$ cat src/rtl/usc_pkg.sv
package usc_pkg;
  typedef struct packed {
    logic imm_mode;
    logic strobe_en;
    logic hw_upd_en;
    logic ext_tx_en;
    logic int_tx_en;
  } usc_cfg_t;

  typedef enum logic [1:0] {
    SRC_NONE = 2'd0,
    SRC_DYN  = 2'd1,
    SRC_TX   = 2'd2,
    SRC_INT  = 2'd3
  } usc_src_e;
endpackage

$ cat src/rtl/usc_edge_sync.sv
module usc_edge_sync #(
  parameter int SYNC = 2
) (
  input  logic clk,
  input  logic rst,
  input  logic din,
  output logic rise
);
  localparam int NST = SYNC + 1;
  logic [NST-1:0] stg;

  always_ff @(posedge clk) begin
    if (rst) stg <= '0;
    else     stg <= {stg[NST-2:0], din};
  end

  assign rise = stg[SYNC-1] & ~stg[SYNC];

  // one assertion of a line yields a single-cycle event
  p_single_rise_r5: assert property (@(posedge clk) disable iff (rst)
    rise |=> !rise);
endmodule

$ cat src/rtl/usc_imm_delay.sv
module usc_imm_delay #(
  parameter int DEPTH = 4,
  parameter int IW    = 4
) (
  input  logic          clk,
  input  logic          rst,
  input  logic          in_vld,
  input  logic [IW-1:0] in_idx,
  output logic          out_vld,
  output logic [IW-1:0] out_idx
);
  logic [DEPTH-1:0]         vld;
  logic [DEPTH-1:0][IW-1:0] idx;

  always_ff @(posedge clk) begin
    if (rst) begin
      vld[0] <= 1'b0;
      idx[0] <= '0;
    end else begin
      vld[0] <= in_vld;
      idx[0] <= in_idx;
    end
  end

  for (genvar s = 1; s < DEPTH; s++) begin : g_stage
    always_ff @(posedge clk) begin
      if (rst) begin
        vld[s] <= 1'b0;
        idx[s] <= '0;
      end else begin
        vld[s] <= vld[s-1];
        idx[s] <= idx[s-1];
      end
    end
  end

  assign out_vld = vld[DEPTH-1];
  assign out_idx = idx[DEPTH-1];

  if (DEPTH > 1) begin : g_chk
    // an expiring copy was one stage earlier in the previous cycle
    p_imm_lag_r2: assert property (@(posedge clk) disable iff (rst)
      out_vld |-> $past(vld[DEPTH-2]));
  end
endmodule

$ cat src/rtl/usc_reg_bank.sv
module usc_reg_bank #(
  parameter int          NREG    = 10,
  parameter int          DW      = 16,
  parameter int          IW      = 4,
  parameter logic [15:0] RST_VAL = 16'hA5C3
) (
  input  logic              clk,
  input  logic              rst,
  input  logic              wr_en,
  input  logic [IW-1:0]     wr_idx,
  input  logic [DW-1:0]     wr_data,
  input  logic [NREG-1:0]   copy_en,
  output logic [NREG*DW-1:0] slave_q
);
  logic [NREG-1:0][DW-1:0] mst;
  logic [NREG-1:0][DW-1:0] slv;
  logic                    idx_ok;

  assign idx_ok = ({1'b0, wr_idx} < (IW+1)'(NREG));

  for (genvar i = 0; i < NREG; i++) begin : g_reg
    always_ff @(posedge clk) begin
      if (rst) begin
        mst[i] <= DW'(RST_VAL);
        slv[i] <= DW'(RST_VAL);
      end else begin
        if (wr_en && wr_idx == IW'(i)) mst[i] <= wr_data;
        if (copy_en[i])                slv[i] <= mst[i];
      end
    end

    // a shadow without a copy enable keeps its value
    p_hold_r3: assert property (@(posedge clk) disable iff (rst)
      !copy_en[i] |=> $stable(slv[i]));
  end

  assign slave_q = slv;

  // writes outside the bank touch no master
  p_oob_ignored_r10: assert property (@(posedge clk) disable iff (rst)
    (wr_en && !idx_ok) |=> $stable(mst));
endmodule

$ cat src/rtl/shadow_update_ctrl.sv
module shadow_update_ctrl #(
  parameter int          NREG    = 10,
  parameter int          DW      = 16,
  parameter int          NSTRB   = 4,
  parameter int          IMM_DLY = 4,
  parameter int          SYNC    = 2,
  parameter logic [15:0] RST_VAL = 16'hA5C3,
  localparam int         IW      = $clog2(NREG),
  localparam int         SELW    = $clog2(NSTRB)
) (
  input  logic               clk,
  input  logic               rst,
  input  logic               wr_en,
  input  logic [IW-1:0]      wr_idx,
  input  logic [DW-1:0]      wr_data,
  input  logic               imm_mode,
  input  logic               strobe_en,
  input  logic               hw_upd_en,
  input  logic               ext_tx_en,
  input  logic               int_tx_en,
  input  logic [SELW-1:0]    upd_sel,
  input  logic [SELW-1:0]    tx_sel,
  input  logic [NREG-1:0]    upd_mask,
  input  logic               sw_upd,
  input  logic [NSTRB-1:0]   upd_in,
  input  logic [NSTRB-1:0]   tx_in,
  output logic [NREG*DW-1:0] slave_q,
  output logic               int_tx_o
);
  import usc_pkg::*;

  usc_cfg_t         cfg;
  usc_src_e         src;
  logic [NSTRB-1:0] upd_rise, tx_rise;
  logic             upd_fire, tx_fire, any_fire;
  logic             sw_bit, int_tx_q;
  logic             imm_vld;
  logic [IW-1:0]    imm_idx;
  logic [NREG-1:0]  copy_en;

  assign cfg = '{imm_mode: imm_mode, strobe_en: strobe_en, hw_upd_en: hw_upd_en,
                 ext_tx_en: ext_tx_en, int_tx_en: int_tx_en};

  for (genvar j = 0; j < NSTRB; j++) begin : g_line
    usc_edge_sync #(.SYNC(SYNC)) u_upd (
      .clk(clk), .rst(rst), .din(upd_in[j]), .rise(upd_rise[j]));
    usc_edge_sync #(.SYNC(SYNC)) u_tx (
      .clk(clk), .rst(rst), .din(tx_in[j]), .rise(tx_rise[j]));
  end

  assign upd_fire = cfg.strobe_en & cfg.hw_upd_en & upd_rise[upd_sel];
  assign tx_fire  = cfg.strobe_en & cfg.ext_tx_en & tx_rise[tx_sel];

  always_comb begin
    if (sw_bit || upd_fire) src = SRC_DYN;
    else if (tx_fire)       src = SRC_TX;
    else if (int_tx_q)      src = SRC_INT;
    else                    src = SRC_NONE;
  end
  assign any_fire = (src != SRC_NONE);

  always_ff @(posedge clk) begin
    if (rst) begin
      sw_bit   <= 1'b0;
      int_tx_q <= 1'b0;
    end else begin
      sw_bit   <= sw_upd;
      int_tx_q <= cfg.int_tx_en & (src == SRC_DYN);
    end
  end
  assign int_tx_o = int_tx_q;

  usc_imm_delay #(.DEPTH(IMM_DLY), .IW(IW)) u_dly (
    .clk(clk), .rst(rst),
    .in_vld(wr_en & cfg.imm_mode), .in_idx(wr_idx),
    .out_vld(imm_vld), .out_idx(imm_idx));

  for (genvar i = 0; i < NREG; i++) begin : g_en
    assign copy_en[i] = (any_fire & upd_mask[i]) | (imm_vld & (imm_idx == IW'(i)));
  end

  usc_reg_bank #(.NREG(NREG), .DW(DW), .IW(IW), .RST_VAL(RST_VAL)) u_bank (
    .clk(clk), .rst(rst), .wr_en(wr_en), .wr_idx(wr_idx), .wr_data(wr_data),
    .copy_en(copy_en), .slave_q(slave_q));

  // the software request lasts one cycle unless re-requested
  p_sw_selfclr_r4: assert property (@(posedge clk) disable iff (rst)
    (sw_bit && !sw_upd) |=> !sw_bit);

  // a shadow change with no software, internal or immediate cause needs strobe_en
  p_hw_needs_en_r7: assert property (@(posedge clk) disable iff (rst)
    (!$stable(slave_q) && !$past(rst) && !$past(sw_bit) && !$past(int_tx_q)
     && !$past(imm_vld)) |-> $past(strobe_en));

  // the internal pulse follows a software request or an update-line event
  p_int_tx_src_r9: assert property (@(posedge clk) disable iff (rst)
    int_tx_o |-> ($past(sw_upd, 2) || $past(upd_fire)));
endmodule

$ cat config.mk
export PLATFORM = sky130hd
export DESIGN_NAME = shadow_update_ctrl
export DESIGN_NICKNAME = d
export VERILOG_FILES = /design/src/rtl/usc_pkg.sv /design/src/rtl/usc_edge_sync.sv /design/src/rtl/usc_imm_delay.sv /design/src/rtl/usc_reg_bank.sv /design/src/rtl/shadow_update_ctrl.sv
export SDC_FILE = /design/constraint.sdc
export NUM_CORES = 1
export LEC_CHECK = 0
export BUFFER_PORTS_ARGS = -buffer_cell sky130_fd_sc_hd__buf_4
export CAP_MARGIN = 20
export CORE_ASPECT_RATIO = 1.4
export CORE_UTILIZATION = 40
export DETAILED_ROUTE_END_ITERATION = 8
export HOLD_SLACK_MARGIN = 0.03
export PLACE_DENSITY = 0.69
export SETUP_SLACK_MARGIN = 0.2
export SYNTH_ARGS = -nofsm -noshare
export SYNTH_HDL_FRONTEND = slang
export SYNTH_SLANG_ARGS = --single-unit
$ cat constraint.sdc
create_clock -name clk -period 2.1 [get_ports clk]
set_input_delay 0.21 -clock clk [delete_from_list [all_inputs] [get_ports clk]]
set_output_delay 0.21 -clock clk [all_outputs]
set_load 0.02 [all_outputs]
==> impl_metrics.env <==
export IMPL_status="finished clean"
export IMPL_grt_pass1_wl_um=58300
export IMPL_dr_pass1_iters=5
export IMPL_powerDensity_nw_per_um2=841
export IMPL_syn_to_final_growth_pct=26.2
export IMPL_ys_ff_latch=366
export IMPL_skew_ps=21.7
export IMPL_die_area_sq_um=36400
export IMPL_cp_cell_sequence="nor3b_1, a311o_1, a41o_1, buf_12, buf_12, o21ai_4, clkbuf_16, mux2i_1"
export IMPL_crit_type="flop to flop"
export IMPL_antenna_found_initial=0
export IMPL_critPathRequiredTime_ps=2570
export IMPL_rsz0062_at_grt="yes"
export IMPL_ys_warn_count=0
export IMPL_place_inst=2135
export IMPL_synthDistinctLibCells=35
export IMPL_drcViolationCount=0
export IMPL_portBuffers=211
export IMPL_clockRootBuffer="clkbuf_16"
export IMPL_clk_pin_slew_ps=60
export IMPL_clock_latency_ps=540
export IMPL_grt_pass1_vias=10600
export IMPL_hold_viol_final=0
export IMPL_start_util=0.407
export IMPL_synth_edf_count=0
export IMPL_grt_ovfl_total=0
export IMPL_critPathLaunchType="flop"
export IMPL_vias=11000
export IMPL_cpPeakStageDelay_ps=310
export IMPL_finalCritPeriodShare=0.924
export IMPL_crit_top_cell="buf_12"
export IMPL_nets=1804
export IMPL_grt_util_all_layers=0.207
export IMPL_max_slew_margin_rel=0.545
export IMPL_io_pins=212
export IMPL_synth_ff_type="dfxtp_1"
export IMPL_syn_nets=1607
export IMPL_ant_nets=0
export IMPL_hold_ws_ps=59.1
export IMPL_fmax_mhz=515
export IMPL_synth_area_sq_um=14300
export IMPL_die_h_um=225
export IMPL_slew_violations=0
export IMPL_core_sq_um=35100
export IMPL_top_layer="met4"
export IMPL_vdd_drop_max_mv=0.490
export IMPL_drtIter0Drc=727
export IMPL_post_drt_wl_per_cell_um=17.2
export IMPL_final_cells=2233
export IMPL_num_rows=81
export IMPL_layout_commonest_cell="dfxtp_1"
export IMPL_critical_path_slowest_cell="dfxtp_2"
export IMPL_min_period_ps=1940
export IMPL_maxCapViolCount=0
export IMPL_ys_seq_area_frac=0.514
export IMPL_gp_congestion=0.802
export IMPL_cts_tree="built"
export IMPL_clockBufferDepth=3
export IMPL_setup_viol=0
export IMPL_worst_pin_slew_ps=680
export IMPL_finalWirelength_um=38400
export IMPL_met3_length_um=1750
export IMPL_syn_area_per_cell_sq_um=9.16
export IMPL_worstPathMaxFanout=8
export IMPL_holdCritPathClass="input port to flop"
export IMPL_critPathArrivalTime_ps=2410
export IMPL_drive_gt1_frac=0.189
export IMPL_dp_hpwl_um=24200
export IMPL_clkSinkCount=366
export IMPL_async_flop_share=0
export IMPL_cts_max_level=2
export IMPL_routedLengthMet1_um=16300
export IMPL_final_cell_mix="dfxtp_1, nand2_1, buf_4"
export IMPL_grt_max_degree=88
export IMPL_wl_met2_um=19600
export IMPL_cts_buffers_inserted=38
export IMPL_die_w_um=162
export IMPL_leakage_nw=7.88
export IMPL_netlist_instances=1556
export IMPL_critPathCaptureType="flop"
export IMPL_via_per_inst=4.92
## per-stage QoR
stage | setup WS [ps] | total power, W | area [sq um] | setup TNS (ps) | util
6_report | 160 | 0.0151 | 18000 | 0 | 0.513
5_1_grt | 86.3 | 0.0156 | 18000 | 0 | 0.513
4_1_cts | 142 | 0.0152 | 17900 | 0 | 0.510
3_5_place_dp | -31.3 | 0.00821 | 16200 | -382 | 0.461
3_3_place_gp | -14.1 | 0.00820 | 16200 | -181 | 0.461
2_1_floorplan | 245 | 0.00790 | 14300 | 0 | -
## worst max-delay path, delay by kind of cell, from the launching register on
family / cells / cell delay [ps]
AOI/OAI and AO/OA: 3 / 720
buffers and inverters: 3 / 510
DFF: 1 / 310
muxes: 1 / 180
and+or+nand+nor: 1 / 130
## cell usage after synthesis (all sizes together) (8+ instances only)
cell type / n / share of area
dfxtp: 366 / 0.51
nand2: 293 / 0.077
nor2: 173 / 0.046
mux2i: 168 / 0.12
nand2b: 165 / 0.072
clkbuf: 95 / 0.025
a21oi: 80 / 0.028
nand3b: 77 / 0.041
nor2b: 54 / 0.024
buf: 20 / 0.016
o21ai: 18 / 0.013
a211o: 8 / 0.0049
a21o: 8 / 0.0042
## registers in the layout (all words and copies together) (netlist names)
name,count
u_dly.idx,12
u_bank.slave_q,160
g_line.u_tx.stg,12
g_line.u_upd.stg,12
u_dly.vld,3
u_dly.out_idx,4
u_dly.out_vld,1
int_tx_o,1
u_bank.mst,160
sw_bit,1
## cells by family after synthesis
| kind of cell | synth area share |
|---|---|
| muxes | 0.120 |
| buffers and inverters | 0.0415 |
| AOI/OAI and AO/OA | 0.0556 |
| DFF | 0.514 |
| and+or+nand+nor | 0.269 |
## worst paths after layout
path                       endpoint              startpoint  depth (start not counted)  slack (ps)
max              u_bank.slave_q[10]  g_line[0].u_upd.stg[1]                          8         160
min                  u_bank.mst[34]                     rst                          2          60
max reg2reg      u_bank.slave_q[10]  g_line[0].u_upd.stg[1]                          8         160
min reg2reg  g_line[1].u_upd.stg[2]  g_line[1].u_upd.stg[1]                          2         420
## layer usage
layer / global-route usage / vias to the layer above
met2: 0.368 / 275
met5: 0 / -
met3: 0.0305 / 55
li1: - / 5414
met4: 0.0651 / 0
met1: 0.256 / 5233
## report_power, final
group / internal, W / switching [W] / leakage (nW) / total (W)
registers: 0.00705 / 0.0000511 / 2.97 / 0.00710
logic: 0.000492 / 0.000599 / 4.28 / 0.00109
clock network: 0.00422 / 0.00273 / 0.634 / 0.00694
## cell type report
cell class                      instances  area [sq um]
Fill cell                            3270         17100
Inverter                                3          11.3
Antenna cell                            1          2.50
Clock inverter                          8           169
Clock buffer                           55          1130
Timing Repair Buffer                  271          2370
Multi-Input combinational cell       1073          6420
Sequential cell                       366          7330
Tap cell                              456           571
## repair_timing
item | 4_1_cts | 5_1_grt
setup endpoints to repair | 111 | 160
gates cloned | 2 | 1
hold endpoints to repair | 16 | 0
pin swaps | 5 | 5
buffers inserted | 11 | 3
hold buffers | 17 | 0
resized for setup | 3 | 9
No activity file was read; power rests on OpenSTA's default activity.
